File: src/rtl/res_fifo_pkg.sv
package res_fifo_pkg;

   // Index of each sticky error flag in the flag vector
   typedef enum int unsigned {
      FLG_OVF = 0,
      FLG_UNF = 1
   } flag_idx_e;

   localparam int unsigned NUM_FLAGS = 2;

endpackage

File: src/rtl/res_fifo_ptr.sv
// Pointer register with one wrap bit above the slot index
module res_fifo_ptr #(
   parameter int unsigned PTR_W = 3
) (
   input  logic           clk,
   input  logic           rst_n,
   input  logic           adv_i,
   output logic [PTR_W:0] ptr_o
);

   logic [PTR_W:0] ptr_q;

   always_ff @(posedge clk or negedge rst_n) begin
      if (!rst_n) begin
         ptr_q <= '0;
      end else if (adv_i) begin
         ptr_q <= ptr_q + 1'b1;
      end
   end

   assign ptr_o = ptr_q;

endmodule

File: src/rtl/res_fifo_store.sv
// Slot array: one write port, one combinational read port
module res_fifo_store #(
   parameter int unsigned DATA_W        = 16,
   parameter int unsigned DEPTH         = 8,
   parameter int unsigned PTR_W         = 3,
   parameter bit          RESET_STORAGE = 1'b1
) (
   input  logic              clk,
   input  logic              rst_n,
   input  logic              wr_en_i,
   input  logic [PTR_W-1:0]  wr_addr_i,
   input  logic [DATA_W-1:0] wr_data_i,
   input  logic [PTR_W-1:0]  rd_addr_i,
   output logic [DATA_W-1:0] rd_data_o
);

   logic [DATA_W-1:0] slot_q [DEPTH];

   for (genvar s = 0; s < DEPTH; s++) begin : g_slot
      logic sel;
      assign sel = wr_en_i && (wr_addr_i == PTR_W'(s));

      if (RESET_STORAGE) begin : g_rst
         always_ff @(posedge clk or negedge rst_n) begin
            if (!rst_n) begin
               slot_q[s] <= '0;
            end else if (sel) begin
               slot_q[s] <= wr_data_i;
            end
         end
      end else begin : g_norst
         always_ff @(posedge clk) begin
            if (sel) begin
               slot_q[s] <= wr_data_i;
            end
         end
      end
   end

   assign rd_data_o = slot_q[rd_addr_i];

endmodule

File: src/rtl/res_fifo_sticky.sv
// Sticky flag: set beats clear when both arrive together
module res_fifo_sticky (
   input  logic clk,
   input  logic rst_n,
   input  logic set_i,
   input  logic clr_i,
   output logic flag_o
);

   logic flag_q;

   always_ff @(posedge clk or negedge rst_n) begin
      if (!rst_n) begin
         flag_q <= 1'b0;
      end else begin
         flag_q <= set_i | (flag_q & ~clr_i);
      end
   end

   assign flag_o = flag_q;

endmodule

File: src/rtl/res_fifo.sv
module res_fifo #(
   parameter int unsigned DATA_W        = 16,
   parameter int unsigned DEPTH         = 8,
   parameter bit          RESET_STORAGE = 1'b1,
   localparam int unsigned PTR_W        = $clog2(DEPTH)
) (
   input  logic              clk,
   input  logic              rst_n,
   input  logic              push_i,
   input  logic [DATA_W-1:0] push_data_i,
   input  logic              pop_i,
   output logic [DATA_W-1:0] pop_data_o,
   output logic [PTR_W-1:0]  head_o,
   output logic [PTR_W-1:0]  tail_o,
   output logic              full_o,
   output logic              empty_o,
   output logic              ovf_o,
   output logic              unf_o,
   input  logic              ovf_clr_i,
   input  logic              unf_clr_i
);

   import res_fifo_pkg::*;

   // Elaboration-time parameter checks
   if (DEPTH < 2) begin : g_bad_depth
      $error("res_fifo: DEPTH must be at least 2");
   end
   if ((DEPTH & (DEPTH - 1)) != 0) begin : g_bad_pow2
      $error("res_fifo: DEPTH must be a power of two");
   end
   if (DATA_W < 1) begin : g_bad_width
      $error("res_fifo: DATA_W must be at least 1");
   end

   logic [PTR_W:0]    wr_ptr;
   logic [PTR_W:0]    rd_ptr;
   logic              is_full;
   logic              is_empty;
   logic              do_push;
   logic              do_pop;
   logic [DATA_W-1:0] rd_word;
   logic [DATA_W-1:0] pop_data_q;
   logic [NUM_FLAGS-1:0] flg_set;
   logic [NUM_FLAGS-1:0] flg_clr;
   logic [NUM_FLAGS-1:0] flg_q;

   // Same slot with the wrap bits differing means full
   assign is_empty = (wr_ptr == rd_ptr);
   assign is_full  = (wr_ptr[PTR_W-1:0] == rd_ptr[PTR_W-1:0]) &&
                     (wr_ptr[PTR_W] != rd_ptr[PTR_W]);

   assign do_push = push_i && !is_full;
   assign do_pop  = pop_i  && !is_empty;

   res_fifo_ptr #(.PTR_W(PTR_W)) i_wr_ptr (
      .clk   (clk),
      .rst_n (rst_n),
      .adv_i (do_push),
      .ptr_o (wr_ptr)
   );

   res_fifo_ptr #(.PTR_W(PTR_W)) i_rd_ptr (
      .clk   (clk),
      .rst_n (rst_n),
      .adv_i (do_pop),
      .ptr_o (rd_ptr)
   );

   res_fifo_store #(
      .DATA_W        (DATA_W),
      .DEPTH         (DEPTH),
      .PTR_W         (PTR_W),
      .RESET_STORAGE (RESET_STORAGE)
   ) i_store (
      .clk       (clk),
      .rst_n     (rst_n),
      .wr_en_i   (do_push),
      .wr_addr_i (wr_ptr[PTR_W-1:0]),
      .wr_data_i (push_data_i),
      .rd_addr_i (rd_ptr[PTR_W-1:0]),
      .rd_data_o (rd_word)
   );

   // Returned word is held until the next successful pop
   always_ff @(posedge clk or negedge rst_n) begin
      if (!rst_n) begin
         pop_data_q <= '0;
      end else if (do_pop) begin
         pop_data_q <= rd_word;
      end
   end

   assign flg_set[FLG_OVF] = push_i && is_full;
   assign flg_set[FLG_UNF] = pop_i  && is_empty;
   assign flg_clr[FLG_OVF] = ovf_clr_i;
   assign flg_clr[FLG_UNF] = unf_clr_i;

   for (genvar f = 0; f < NUM_FLAGS; f++) begin : g_flag
      res_fifo_sticky i_flag (
         .clk    (clk),
         .rst_n  (rst_n),
         .set_i  (flg_set[f]),
         .clr_i  (flg_clr[f]),
         .flag_o (flg_q[f])
      );
   end

   assign pop_data_o = pop_data_q;
   assign head_o     = wr_ptr[PTR_W-1:0];
   assign tail_o     = rd_ptr[PTR_W-1:0];
   assign full_o     = is_full;
   assign empty_o    = is_empty;
   assign ovf_o      = flg_q[FLG_OVF];
   assign unf_o      = flg_q[FLG_UNF];

endmodule

File: config.mk
export PLATFORM = sky130hd
export DESIGN_NAME = res_fifo
export DESIGN_NICKNAME = d
export VERILOG_FILES = /design/src/rtl/res_fifo_pkg.sv /design/src/rtl/res_fifo_ptr.sv /design/src/rtl/res_fifo_store.sv /design/src/rtl/res_fifo_sticky.sv /design/src/rtl/res_fifo.sv
export SDC_FILE = /design/constraint.sdc
export NUM_CORES = 1
export LEC_CHECK = 0
export ABC_AREA = 0
export BUFFER_PORTS_ARGS = -buffer_cell sky130_fd_sc_hd__buf_2
export CORE_MARGIN = 4
export CORE_UTILIZATION = 40
export DETAILED_ROUTE_END_ITERATION = 10
export RECOVER_POWER = 100
export SETUP_SLACK_MARGIN = 0.02
export SKIP_CTS_REPAIR_TIMING = 1
export SLEW_MARGIN = 20
export SYNTH_ARGS = -nofsm -noshare
export SYNTH_HDL_FRONTEND = slang
export SYNTH_HIERARCHICAL = 1
export SYNTH_SLANG_ARGS = --single-unit
File: constraint.sdc
create_clock -name clk -period 6.8 [get_ports clk]
set_input_delay 0.34 -clock clk [delete_from_list [all_inputs] [get_ports clk]]
set_output_delay 0.34 -clock clk [all_outputs]
set_load 0.02 [all_outputs]
### After elaboration in Yosys (flattened, before gate mapping)

Index checks and enable logic that the tools add are counted.

* register bits: 154
* output and inout port bits: 26
* logic and storage cells: 52
* input port bits: 22

* $add $sub $neg: 2
* reductions and logical operators: 16
* bitwise gates (word level): 7
* equality and inequality tests: 10
* magnitude comparators: 1
* muxes and demuxes: 3

Operator list (count)
* $bmux 16 s3: 1
* $mux 16: 2
* $logic_and 1x1->1: 13
* $eq 3x3->1 const B: 4
* $add 4x1->4 const B: 2
* $eq 3x2->1 const B: 2
* $eq 4x4->1: 1
* $ge 4x4->1 const B: 1
* $not 3->4: 1
* $eq 3x1->1 const B: 1
* $eq 3x3->1: 1
* $logic_not 3->1: 1
* $and 1x1->1: 2
* $logic_not 1->1: 2
* $not 1->1: 2
* $or 1x1->1: 2
* $ne 1x1->1: 1

### Longest topological paths before layout

* depth in word-level cells: 5
* gate-level depth with buffers: 8
* gate-level depth less buffers: 5

### Cells and area by module

Netlist, hierarchy kept.

Modules (own cells, without submodules)
* res_fifo_store: instances 1, cells an instance 336, seq. area each 3203.1 µm², area an instance 5933.2 µm²
* res_fifo: instances 1, cells an instance 45, seq. area each 400.4 µm², area an instance 698.2 µm²
* res_fifo_ptr: instances 2, cells an instance 11, seq. area each 100.1 µm², area an instance 160.2 µm²
* res_fifo_sticky: instances 2, cells an instance 3, seq. area each 25.0 µm², area an instance 36.3 µm²

### Worst setup path after synthesis

Ideal clock, no wire load.

* kind: register to register
* start point: register i_rd_ptr.ptr_q[2], in the netlist i_rd_ptr/ptr_o[2]
* end point: register i_store/slot_q[100] (netlist bit)
* slack: 3.766 ns
* stages on the path, launching flop included: 9
* library setup time: 0.125 ns
* path buffers: 3
* data arrival time: 2.909 ns
* path through: dfrtp_1 > xor2_1 > nor4_1 > nor2b_1 > buf_4 > and4bb_2 > buf_2 > buf_4 > mux2_2

* word-level cells in the longest chain between the ends: 5

RTL lines
* start, declared: RTL line res_fifo_ptr.sv:11 `logic [PTR_W:0] ptr_q;`
* start signal, assigned: RTL line res_fifo_ptr.sv:17 `ptr_q <= ptr_q + 1'b1;`
* $eq 3x3->1: RTL line res_fifo.sv:50 `assign is_full = (wr_ptr[PTR_W-1:0] == rd_ptr[PTR_W-1:0]) &&`
* $logic_and 1x1->1: RTL line res_fifo.sv:50
* net full_o: RTL line res_fifo.sv:15 `output logic full_o,`
* $logic_not 1->1: RTL line res_fifo.sv:53 `assign do_push = push_i && !is_full;`
* $logic_and 1x1->1: RTL line res_fifo.sv:53
* net do_push: RTL line res_fifo.sv:40 `logic do_push;`
* $logic_and 1x1->1: RTL line res_fifo_store.sv:21 `assign sel = wr_en_i && (wr_addr_i == PTR_W'(s));`
* end signal, assigned by index: RTL line res_fifo_store.sv:28 `slot_q[s] <= wr_data_i;`
* end, declared: RTL line res_fifo_store.sv:17 `logic [DATA_W-1:0] slot_q [DEPTH];`

The timed path passes the listed nets, and every way through them passes these cells.
A chain may end at the register's enable or synchronous reset.

### Final worst setup path

* start point: register i_rd_ptr.ptr_q[2], in the netlist i_rd_ptr/ptr_o[2]
* end point: register i_store/slot_q[96] (netlist bit)

* word-level cells in the longest chain between the ends: 5

RTL lines (RTL line)
* $eq 3x3->1: res_fifo.sv:50
* $logic_and 1x1->1: res_fifo.sv:50
* $logic_not 1->1: res_fifo.sv:53
* $logic_and 1x1->1: res_fifo.sv:53
* net do_push: res_fifo.sv:40
* $logic_and 1x1->1: res_fifo_store.sv:21

The timed path passes the listed nets, and every way through them passes these cells.

==> impl_metrics.ini <==
[route]
wl_per_cell_um = 20.4
dr.pass1.iters = 4
drcViolationCount = 0
via_count = 3710
wirelength_um = 14200
vias_per_cell = 5.32
ant_nets = 0
drtIter0Drc = 150

[logic_synthesis]
synth_cell_types = 26
ys_seq_elements = 154
synthTopCellsByCount = mux2_2 (162), dfrtp_1 (154), mux4_1 (28)
synthCells = 409
synth_area_sq_um = 7020
synth_nets = 433
syn_area_per_cell_sq_um = 17.2
synth_edf_count = 0
ys.flop_type = dfrtp_1
yosys.area.top_type = dfrtp_1
seq_area_frac_synth_pct = 54.9
yosysMostFrequentCell = mux2_2
synth.area.top_cells = dfrtp_1 (55%), mux2_2 (26%), mux4_1 (10%), buf_6 (1.3%), mux4_2 (1.3%)
synth-async-reset-ratio_pct = 100
synth_top_area_share_pct = 54.9
yosysWarnings = 6

[final_layout]
fillCellCount = 1531
ff_latch_area_sq_um = 3850
layout.nets = 483
syn_to_final_growth_pct = 14.2
diodes = 0
drive_gt1_share_pct = 48.7
multiInputGateArea_sq_um = 2960
final_util_pct = 46.6

[power]
leakage_nw = 3.49
power_density_nw_per_um2 = 532
p_total_mw = 4.27
vdd_drop_max_mv = 0.304

[floorplan]
ios = 48
design.core.area_sq_um = 17200
fp.dieW_um = 141
initial_utilization_pct = 40.8
num_rows = 48
dieArea_sq_um = 19700
die_h_um = 141

[sta]
fin_tns_setup_ns = 0
hold_viol_final = 0
worstMarginPinSlew_ns = 4.15
slew_headroom_pct = -176
max_freq_mhz = 208
finalSetupViolCount = 0
min_period_ns = 4.82
rsz0062_at_grt = false
slew_violations = 172
fin_skew_ns = 0.00687
finalCritPeriodShare_pct = 70.8

[clock_tree]
cts_made_buffers = 17
insertion_delay_ns = 0.42
clk_pin_slew_ns = 0.06
htree_levels = 4
cts_tree = built
cts_root_buf = clkbuf_16
clock-sinks = 154
clk_path_buf_depth = 2

[grt]
antenna_found_initial = 1
globalRouteTotalUtil_pct = 15.5
overflow = 0
grt_pass1_wl_um = 23300
grt_start_max_net_pins = 80
first_global_vias = 4102

[critical_path]
cp_max_fo = 36
startpoint_type = flop
crit_arrival_ns = 5.12
slowest_delay_ns = 1.59
endpoint_kind = flop
cp_cell_sequence = clkbuf_1 -> xor2_1 -> nor4_1 -> nor2b_1 -> and4bb_1 -> mux2_2
required_ns = 7.10
path_class = flop to flop
crit_path_top_delay_cell = clkbuf_1

[job]
maxCapViolCount = 4

[outcome]
status = complete, but fails checks
violations = capacitance limit, slew limit

[placement]
io_buffers = 47
place_congestion = 0.699
hpwlAfterDp_um = 8050

[hold_path]
hold_path_class = input port to flop
## logic make-up (layout without fill, tap and decap cells)
| family | Yosys count | in the layout | share of synthesized area [%] |
|---|---|---|---|
| XOR/XNOR | 11 | 11 | 1.37 |
| multiplexers | 194 | 194 | 37.7 |
| AO/OA/AOI/OAI | 3 | 3 | 0.606 |
| buffers and inverters | 28 | 91 | 2.73 |
| AND/OR/NAND/NOR | 17 | 17 | 2.35 |
| flip-flops | 154 | 154 | 54.9 |
| adder cells (fa/ha/maj) | 2 | 2 | 0.356 |
## power breakdown
part           internal, mW  switching, mW  leakage, nW
clock network         0.643          0.365        0.309
registers              1.39          0.244         1.85
logic                 0.939          0.687         1.32
## registers in the layout, indices dropped and copies added (netlist names)
register and flops:
i_store/slot_q 128, i_rd_ptr/ptr_o 4, g_flag.i_flag/flag_o 2, i_wr_ptr/ptr_o 4, pop_data_o 16
## area by class of cell
cell class | count | area share, %
Clock inverter | 11 | 2.09
Clock buffer | 21 | 5.86
Inverter | 3 | 0.140
Tap cell | 225 | 3.51
Sequential cell | 154 | 48.0
Multi-Input combinational cell | 227 | 36.9
Timing Repair Buffer | 56 | 3.41
## metal layers
layer,GRT usage (%),wire [um]
met2,23.9,6520
met4,4.95,192
met5,0,13
met3,4.30,571
met1,21.4,6900
## metrics by stage
stage	instance area, sq um	setup WS (ns)	hold WS [ns]	cells
finish	8020	1.98	0.190	697
global route	8020	1.61	0.187	697
CTS	8100	3.21	-0.0236	696
detailed placement	7460	3.22	0.425	664
global placement	7460	3.35	0.420	664
floorplan	7020	3.77	0.0444	409
## placed cells by master, fill, tap and decap left out, types with 4 or more instances in the layout
cell       synthesis  layout
xnor2_1            5       5
xor2_1             6       6
mux2_2           162     162
mux4_1            28      28
clkbuf_1           2      30
bufinv_16          0       4
mux4_2             4       4
clkbuf_16          0      17
dfrtp_1          154     153
buf_2              8      23
## worst max-delay path: cells and delay by family, from the launching register on
family,cells,cell delay [ns]
simple gates,3,1.96
buf+inv,1,1.59
mux,1,0.42
xor+xnor,1,0.39
flops,1,0.32
## worst paths after layout
| path | start | end | slack, ns | cells after the start |
|---|---|---|---|---|
| worst min register to register | g_flag[1].i_flag/flag_o$_DFF_PN0_ | g_flag[1].i_flag/flag_o$_DFF_PN0_ | 0.48 | 1 |
| worst min-delay path | unf_clr_i | g_flag[1].i_flag/flag_o$_DFF_PN0_ | 0.19 | 3 |
| min in group asynchronous | rst_n | i_store/slot_q[91]$_DFFE_PN0P_ | 1.38 | 1 |
| worst max-delay path | i_rd_ptr/ptr_o[2]$_DFFE_PN0P_ | i_store/slot_q[96]$_DFFE_PN0P_ | 1.98 | 6 |
| worst max register to register | i_rd_ptr/ptr_o[2]$_DFFE_PN0P_ | i_store/slot_q[96]$_DFFE_PN0P_ | 1.98 | 6 |
| max in group asynchronous | rst_n | i_store/slot_q[62]$_DFFE_PN0P_ | 2.73 | 3 |
(Power assumes the default switching activity.)
